### src/rtl/afs_pkg.sv
package afs_pkg;

    localparam int WORD_W = 32;
    localparam int IDX_W  = $clog2(WORD_W);
    localparam int BIT_W  = IDX_W + 1;

    typedef enum logic [1:0] {
        STD_PHIL  = 2'd0,
        STD_LEFT  = 2'd1,
        STD_RIGHT = 2'd2,
        STD_PCM   = 2'd3
    } std_e;

    typedef struct packed {
        logic             run;
        logic             lead;
        logic             sck;
        logic [BIT_W-1:0] bpos;
    } timer_t;

    typedef struct packed {
        logic [WORD_W-1:0] word;
        logic              sd;
        logic              ws;
        logic              und;
    } txreg_t;

    typedef struct packed {
        logic [WORD_W-1:0] acc;
        logic [WORD_W-1:0] data;
        logic              valid;
        logic              chan;
        logic              ovr;
    } rxreg_t;

    function automatic logic [BIT_W-1:0] frame_end_f(input logic long_slot,
                                                     input logic two_slots);
        int unsigned n;
        n = (long_slot ? WORD_W : WORD_W / 2) * (two_slots ? 2 : 1);
        return BIT_W'(n - 1);
    endfunction

endpackage

### src/rtl/afs_slot_decode.sv
module afs_slot_decode
    import afs_pkg::*;
(
    input  std_e             std_sel,
    input  logic             long_slot,
    input  logic             two_slots,
    input  logic [IDX_W:0]   dbits,
    input  logic [BIT_W-1:0] bpos,
    output logic             ws_raw,
    output logic             has_data,
    output logic [IDX_W-1:0] idx,
    output logic             slot,
    output logic             first,
    output logic             last
);
    localparam logic [IDX_W:0] LAST_LONG  = (IDX_W+1)'(WORD_W - 1);
    localparam logic [IDX_W:0] LAST_SHORT = (IDX_W+1)'(WORD_W / 2 - 1);

    logic [IDX_W-1:0] pos;
    logic [BIT_W-1:0] fend, bnext;
    logic [IDX_W:0]   lastp, lpos, rpos, widx;

    always_comb begin
        fend  = frame_end_f(long_slot, two_slots);
        pos   = long_slot ? bpos[IDX_W-1:0] : {1'b0, bpos[IDX_W-2:0]};
        slot  = long_slot ? bpos[IDX_W] : bpos[IDX_W-1];
        bnext = (bpos == fend) ? '0 : bpos + 1'b1;
        lastp = long_slot ? LAST_LONG : LAST_SHORT;
        lpos  = {1'b0, pos};
        rpos  = lastp - lpos;
        first = (pos == '0);
        last  = (lpos == lastp);

        // word select per framing style, before polarity
        case (std_sel)
            STD_PHIL: ws_raw = long_slot ? bnext[IDX_W] : bnext[IDX_W-1];
            STD_PCM:  ws_raw = (bpos == fend);
            default:  ws_raw = slot;
        endcase

        // which data bit sits at this slot position
        if (std_sel == STD_RIGHT) begin
            has_data = (rpos < dbits);
            widx     = rpos;
        end else begin
            has_data = (lpos < dbits);
            widx     = dbits - lpos - 1'b1;
        end
        idx = widx[IDX_W-1:0];
    end
endmodule

### src/rtl/afs_bit_timer.sv
module afs_bit_timer
    import afs_pkg::*;
(
    input  logic             clk,
    input  logic             rst_n,
    input  logic             en,
    input  logic             fall_tick,
    input  logic             rise_tick,
    input  logic             tx_valid,
    input  logic [BIT_W-1:0] frame_end,
    output logic             run,
    output logic             lead,
    output logic             sck,
    output logic             step,
    output logic [BIT_W-1:0] bpos,
    output logic [BIT_W-1:0] bnext
);
    timer_t t_q, t_d;

    always_comb begin
        t_d  = t_q;
        step = en && fall_tick && (t_q.run || tx_valid);
        if (!t_q.run)
            bnext = frame_end;
        else if (t_q.bpos == frame_end)
            bnext = '0;
        else
            bnext = t_q.bpos + 1'b1;

        if (step) begin
            t_d.run  = 1'b1;
            t_d.lead = !t_q.run;
            t_d.sck  = 1'b0;
            t_d.bpos = bnext;
        end else if (en && rise_tick && t_q.run) begin
            t_d.sck = 1'b1;
        end
        if (!en) t_d = '0;
    end

    always_ff @(posedge clk) begin
        if (!rst_n) t_q <= '0;
        else        t_q <= t_d;
    end

    assign run  = t_q.run;
    assign lead = t_q.lead;
    assign sck  = t_q.sck;
    assign bpos = t_q.bpos;
endmodule

### src/rtl/afs_rx_assembler.sv
module afs_rx_assembler
    import afs_pkg::*;
(
    input  logic              clk,
    input  logic              rst_n,
    input  logic              en,
    input  logic              active,
    input  logic              rise_tick,
    input  logic              sd_in,
    input  logic              has_data,
    input  logic [IDX_W-1:0]  idx,
    input  logic              slot,
    input  logic              last,
    input  logic              rx_ready,
    output logic [WORD_W-1:0] rx_data,
    output logic              rx_valid,
    output logic              rx_chan,
    output logic              overrun
);
    rxreg_t r_q, r_d;
    logic [WORD_W-1:0] acc_n;

    always_comb begin
        r_d     = r_q;
        r_d.ovr = 1'b0;
        acc_n   = r_q.acc;
        if (r_q.valid && rx_ready) r_d.valid = 1'b0;
        if (active && rise_tick) begin
            if (has_data) acc_n[idx] = sd_in;
            if (last) begin
                if (r_q.valid && !rx_ready) begin
                    r_d.ovr = 1'b1;
                end else begin
                    r_d.data  = acc_n;
                    r_d.valid = 1'b1;
                    r_d.chan  = slot;
                end
                r_d.acc = '0;
            end else begin
                r_d.acc = acc_n;
            end
        end
        if (!en) r_d = '0;
    end

    always_ff @(posedge clk) begin
        if (!rst_n) r_q <= '0;
        else        r_q <= r_d;
    end

    assign rx_data  = r_q.data;
    assign rx_valid = r_q.valid;
    assign rx_chan  = r_q.chan;
    assign overrun  = r_q.ovr;
endmodule

### src/rtl/audio_frame_serializer.sv
module audio_frame_serializer
    import afs_pkg::*;
(
    input  logic              clk,
    input  logic              rst_n,
    input  logic              en,
    input  logic              fall_tick,
    input  logic              rise_tick,
    input  logic [1:0]        std_sel,
    input  logic [1:0]        dlen_sel,
    input  logic              slot32,
    input  logic              ws_invert,
    input  logic              mono,
    input  logic [WORD_W-1:0] tx_data,
    input  logic              tx_valid,
    output logic              tx_ready,
    input  logic              sd_in,
    output logic              sck_o,
    output logic              ws_o,
    output logic              sd_o,
    output logic [WORD_W-1:0] rx_data,
    output logic              rx_valid,
    input  logic              rx_ready,
    output logic              rx_chan,
    output logic              underrun,
    output logic              overrun
);
    std_e             std_c;
    logic             long_slot, two_slots;
    logic [IDX_W:0]   dbits;
    logic [BIT_W-1:0] frame_end, bpos, bnext;
    logic             run, lead, step;

    always_comb begin
        std_c     = std_e'(std_sel);
        long_slot = slot32 || (dlen_sel != 2'd0);
        two_slots = !((std_c == STD_PCM) && mono);
        case (dlen_sel)
            2'd0:    dbits = (IDX_W+1)'(16);
            2'd1:    dbits = (IDX_W+1)'(24);
            default: dbits = (IDX_W+1)'(32);
        endcase
        frame_end = frame_end_f(long_slot, two_slots);
    end

    afs_bit_timer u_timer (
        .clk(clk), .rst_n(rst_n), .en(en),
        .fall_tick(fall_tick), .rise_tick(rise_tick), .tx_valid(tx_valid),
        .frame_end(frame_end),
        .run(run), .lead(lead), .sck(sck_o), .step(step),
        .bpos(bpos), .bnext(bnext)
    );

    // launch side: decode of the bit about to be driven
    logic             n_ws, n_has, n_slot, n_first, n_last;
    logic [IDX_W-1:0] n_idx;
    afs_slot_decode u_dec_launch (
        .std_sel(std_c), .long_slot(long_slot), .two_slots(two_slots),
        .dbits(dbits), .bpos(bnext),
        .ws_raw(n_ws), .has_data(n_has), .idx(n_idx), .slot(n_slot),
        .first(n_first), .last(n_last)
    );

    // sample side: decode of the bit currently on the line
    logic             c_ws, c_has, c_slot, c_first, c_last;
    logic [IDX_W-1:0] c_idx;
    afs_slot_decode u_dec_sample (
        .std_sel(std_c), .long_slot(long_slot), .two_slots(two_slots),
        .dbits(dbits), .bpos(bpos),
        .ws_raw(c_ws), .has_data(c_has), .idx(c_idx), .slot(c_slot),
        .first(c_first), .last(c_last)
    );

    txreg_t            x_q, x_d;
    logic              load;
    logic [WORD_W-1:0] word_n;

    always_comb begin
        x_d     = x_q;
        x_d.und = 1'b0;
        load    = step && run && n_first;
        word_n  = run ? x_q.word : '0;
        if (load) word_n = tx_valid ? tx_data : '0;
        if (step) begin
            x_d.word = word_n;
            x_d.und  = load && !tx_valid;
            x_d.sd   = n_has ? word_n[n_idx] : 1'b0;
            x_d.ws   = n_ws ^ ws_invert;
        end
        if (!en) x_d = '0;
    end

    always_ff @(posedge clk) begin
        if (!rst_n) x_q <= '0;
        else        x_q <= x_d;
    end

    assign tx_ready = load;
    assign sd_o     = x_q.sd;
    assign ws_o     = x_q.ws;
    assign underrun = x_q.und;

    afs_rx_assembler u_rx (
        .clk(clk), .rst_n(rst_n), .en(en),
        .active(run && !lead), .rise_tick(rise_tick), .sd_in(sd_in),
        .has_data(c_has), .idx(c_idx), .slot(c_slot), .last(c_last),
        .rx_ready(rx_ready),
        .rx_data(rx_data), .rx_valid(rx_valid), .rx_chan(rx_chan),
        .overrun(overrun)
    );
endmodule

### config.mk
export PLATFORM = sky130hd
export DESIGN_NAME = audio_frame_serializer
export DESIGN_NICKNAME = d
export VERILOG_FILES = /design/src/rtl/afs_pkg.sv /design/src/rtl/afs_slot_decode.sv /design/src/rtl/afs_bit_timer.sv /design/src/rtl/afs_rx_assembler.sv /design/src/rtl/audio_frame_serializer.sv
export SDC_FILE = /design/constraint.sdc
export NUM_CORES = 1
export LEC_CHECK = 0
export ABC_AREA = 1
export BUFFER_PORTS_ARGS = -buffer_cell sky130_fd_sc_hd__buf_2
export CAP_MARGIN = 25
export CORE_MARGIN = 4
export CORE_UTILIZATION = 45
export DETAILED_ROUTE_END_ITERATION = 12
export GPL_ROUTABILITY_DRIVEN = 0
export PLACE_DENSITY_LB_ADDON = 0.05
export SLEW_MARGIN = 30
export SYNTH_ARGS = -nofsm -noshare
export SYNTH_HDL_FRONTEND = slang
export SYNTH_SLANG_ARGS = --single-unit
### constraint.sdc
create_clock -name clk -period 4.9 [get_ports clk]
set_clock_uncertainty 0.15 [all_clocks]
set_input_delay 0.735 -clock clk [delete_from_list [all_inputs] [get_ports clk]]
set_output_delay 0.735 -clock clk [all_outputs]
set_load 0.02 [all_outputs]
==> key figures <==
Min path
  – Classification of the worst-slack hold path: register to register
  – Worst Hold Path Cells: 2

STA
  – Final worst-path cycle share: 74.9%
  – Worst Hold Slack: 0.304 ns
  – Maximum clock rate: 0.273 GHz
  – Worst slew slack as a fraction of its limit: 40.9%
  – Transition at the pin with the smallest max-transition slack: 0.885 ns
  – Unrepaired setup endpoints after global routing: no
  – Final critical delay including setup and external delays: 3.67 ns
  – Number of hold-slack violations in the final timing report: 0
  – Total negative slack for setup checks: 0 ns
  – Final max-slew violation count: 0
  – Endpoints failing setup: 0

Clock network
  – Num CTS Buffers: 9
  – CTS tree: yes
  – Hold_buf cts: 0
  – Num Clock Sinks: 111
  – Max clock buf depth: 2
  – Post-cts gate resize count: 0
  – Clock network latency to the later pin of the worst-skew pair: 0.36 ns
  – Root Buffer Master: sky130_fd_sc_hd__clkbuf_16
  – H-tree levels: 3
  – Setup fix buffers added after clock tree synthesis: 0
  – Clock-pin slew on the worst setup and hold paths: 0.07 ns

Die
  – I/O pin count: 87
  – Vertical die dimension: 128 um
  – Die span in x: 128 um
  – Core area: 14,000 um2
  – Die Footprint: 16,400 um2
  – Number of placement rows: 43
  – Starting utilization of the core area: 46.2%

Critical path
  – WP data arrival: 2.78 ns
  – Worst reg2reg startpoint: u_timer.bpos[0]
  – Critical path fanouts, max: 22
  – Critical path launch point type: input pin
  – Depth of the worst register-to-register path: 20
  – Start point of the critical path: std_sel[1]
  – Required time at the worst-slack endpoint: 4.01 ns
  – End of the worst register-to-register path: sd_o
  – Critical path capture point type: primary output
  – Destination of the critical timing path: tx_ready
  – Register-to-register setup slack: 1.66 ns
  – Crit path kind: input pin to primary output

Power and ir drop
  – Proportion of power drawn by flip-flops and latches: 49.1%
  – Peak supply drop: 0.000191 V
  – Sw frac: 26.1%
  – Combinational fraction of design power: 10.1%
  – Lkg Pwr: 3.44 nW
  – Cell-internal power: 1.37 mW
  – Switching power: 484 uW
  – Fraction of power consumed by the clock network: 40.8%
  – Pwr Density: 262 nW/um2

Yosys
  – Dominant cells by area after synthesis: sky130_fd_sc_hd__dfxtp_1 (34%), sky130_fd_sc_hd__nand2_1 (15%), sky130_fd_sc_hd__inv_1 (6.8%), sky130_fd_sc_hd__a21oi_1 (5.9%), sky130_fd_sc_hd__nand3_1 (5.8%)
  – Post-synthesis async set-or-reset flop share: 0%
  – Avg Cell Area, Syn: 6.74 um2
  – Post-synth cell types: 38
  – Post-synthesis instance area: 6470 um2
  – Ys Warns: 0
  – Post-synthesis cell type with the largest combined area: sky130_fd_sc_hd__dfxtp_1
  – Top-area cell type share of the netlist area: 34.4%
  – Commonest cells in the netlist: sky130_fd_sc_hd__nand2_1 (261), sky130_fd_sc_hd__inv_1 (118), sky130_fd_sc_hd__dfxtp_1 (111)
  – Number of flops mapped to enable cells by yosys: 0
  – Register area share after synthesis: 34.4%
  – Most instantiated library cell after synthesis: sky130_fd_sc_hd__nand2_1
  – Synthesized instance count: 960
  – Flops & latches, synth: 111
  – Main flop type after synthesis: sky130_fd_sc_hd__dfxtp_1

Global route
  – Antenna violations before repair: 0
  – Maximum number of pins on one net before global-route repair: 36
  – Vias in the first global route: 5,187
  – Overall fraction of global-route tracks in use: 19.8%
  – Total global routing overflow: 0
  – Global-route wire length before repair: 26,500 um

Cells and area
  – Count of antenna diodes in the layout: 0
  – Nets@finish: 1,055
  – Fin cells: 1,176
  – Fraction of final layout cells with drive strength greater than 1: 14.6%
  – Growth of design area from synthesis to finish: 9.42%

Route
  – Final wirelength: 16,100 um
  – First drt pass iteration count: 5
  – Number of vias per cell: 4.94
  – Total vias in the final route: 5,807
  – Wire per inst: 13.6 um
  – Remaining routing DRC violations: 0
  – Number of DRC markers in iteration 0: 479
  – Post-DRT Antenna Nets: 0

Run status
  – Status: finished clean

Placement
  – Count of input and output buffers: 86
  – Post-detail-place hpwl: 11,100 um
  – Cells after DPL: 1,160

Flow run
  – # Max-Cap Violations: 0
==> how the worst min path moves through the flow <==
stage                        from       to  slack, ns
after floorplan           x_q[23]  x_q[23]       0.28
after global routing         ws_o     ws_o       0.33
after detailed placement  x_q[23]  x_q[23]       0.30
after CTS                    ws_o     ws_o       0.31
after global placement       ws_o     ws_o       0.29
final                        ws_o     ws_o       0.30
==> sequential cells by signal (all words and copies together), names as in the netlist <==
register and cells:
u_rx.r_q 32, u_rx.rx_data 32, x_q 32, u_timer.bpos 6, sd_o 1, u_rx.overrun 1, u_rx.rx_chan 1, u_rx.rx_valid 1
u_timer.lead 1, u_timer.run 1, u_timer.sck 1, underrun 1, ws_o 1
==> logic make-up after synthesis <==
group | count (synthesis) | share of synthesized area, %
buffers and inverters | 205 | 14.3
adders and majority gates | 17 | 3.29
other | 1 | 0.0580
AOI/OAI and AO/OA | 192 | 17.4
xor gates and xnor gates | 5 | 0.677
and+or+nand+nor | 413 | 27.5
muxes | 16 | 2.48
DFF | 111 | 34.4
==> power groups by stage <==
| stage | logic [mW] | clock network, mW | registers (mW) |
|---|---|---|---|
| 2_1_floorplan | 0.127 | 0 | 0.929 |
| 3_3_place_gp | 0.187 | 0 | 0.931 |
| 3_5_place_dp | 0.187 | 0 | 0.931 |
| 4_1_cts | 0.188 | 0.780 | 0.909 |
| 5_1_grt | 0.211 | 0.814 | 0.910 |
| 6_report | 0.187 | 0.755 | 0.909 |
==> metal layers <==
metal,track usage [%],part of all wire (%),up-vias
met3,4.21,4.2,10
met2,28.9,43,100
met5,0,0,-
met1,30.3,52,2581
li1,-,-,3116
met4,3.75,0.86,0
==> stage by stage <==
step	area (um2)	worst slack, ns	utilization (%)	power (mW)
5_1_grt	7080	0.966	50.6	1.93
2_1_floorplan	6470	1.99	-	1.06
3_3_place_gp	6780	1.27	48.5	1.12
6_report	7080	1.23	50.6	1.85
3_5_place_dp	6780	1.21	48.5	1.12
4_1_cts	7080	1.19	50.6	1.88
==> critical path, cell delays in order <==
cell                      delay (ns)
sky130_fd_sc_hd__buf_2          0.10
sky130_fd_sc_hd__ha_1           0.15
sky130_fd_sc_hd__nand2_1        0.10
sky130_fd_sc_hd__inv_1          0.08
sky130_fd_sc_hd__nand3_2        0.10
sky130_fd_sc_hd__nand2_1        0.08
sky130_fd_sc_hd__inv_1          0.06
sky130_fd_sc_hd__nor2_4         0.12
sky130_fd_sc_hd__nand2_4        0.09
sky130_fd_sc_hd__nand2_2        0.09
sky130_fd_sc_hd__nand2_4        0.07
sky130_fd_sc_hd__nand2_4        0.22
sky130_fd_sc_hd__nand3_2        0.34
sky130_fd_sc_hd__inv_2          0.25
sky130_fd_sc_hd__buf_2          0.20
==> layout make-up <==
type	instances	area, um2
clock inverters	5	63.8
repair buffers	98	520
flip-flops and latches	111	2220
well taps	180	225
fillers	1485	6910
multi-input cells	645	3340
clock buffers	11	233
inverters	126	475
==> placed cells by master, fill, tap and decap left out, types with 3 or more instances in the layout <==
cell type and n:
sky130_fd_sc_hd__a22o_1 15, sky130_fd_sc_hd__nand3b_1 5, sky130_fd_sc_hd__xor2_1 5, sky130_fd_sc_hd__inv_2 4, sky130_fd_sc_hd__a21oi_1 76, sky130_fd_sc_hd__mux2i_1 16, sky130_fd_sc_hd__dfxtp_1 111, sky130_fd_sc_hd__nor2_2 5
sky130_fd_sc_hd__nand2_4 8, sky130_fd_sc_hd__ha_1 17, sky130_fd_sc_hd__inv_1 118, sky130_fd_sc_hd__nand2_2 4, sky130_fd_sc_hd__clkbuf_16 9, sky130_fd_sc_hd__nand2_1 261, sky130_fd_sc_hd__nor3_1 4, sky130_fd_sc_hd__o21a_1 16
sky130_fd_sc_hd__o21ai_2 6, sky130_fd_sc_hd__buf_4 12, sky130_fd_sc_hd__clkinv_1 3, sky130_fd_sc_hd__a32o_1 5, sky130_fd_sc_hd__nand4_1 4, sky130_fd_sc_hd__nor2_1 42, sky130_fd_sc_hd__o22ai_1 5, sky130_fd_sc_hd__nand3_1 75
sky130_fd_sc_hd__o21ai_0 61, sky130_fd_sc_hd__buf_2 86
No activity file was read; power rests on OpenSTA's default activity.
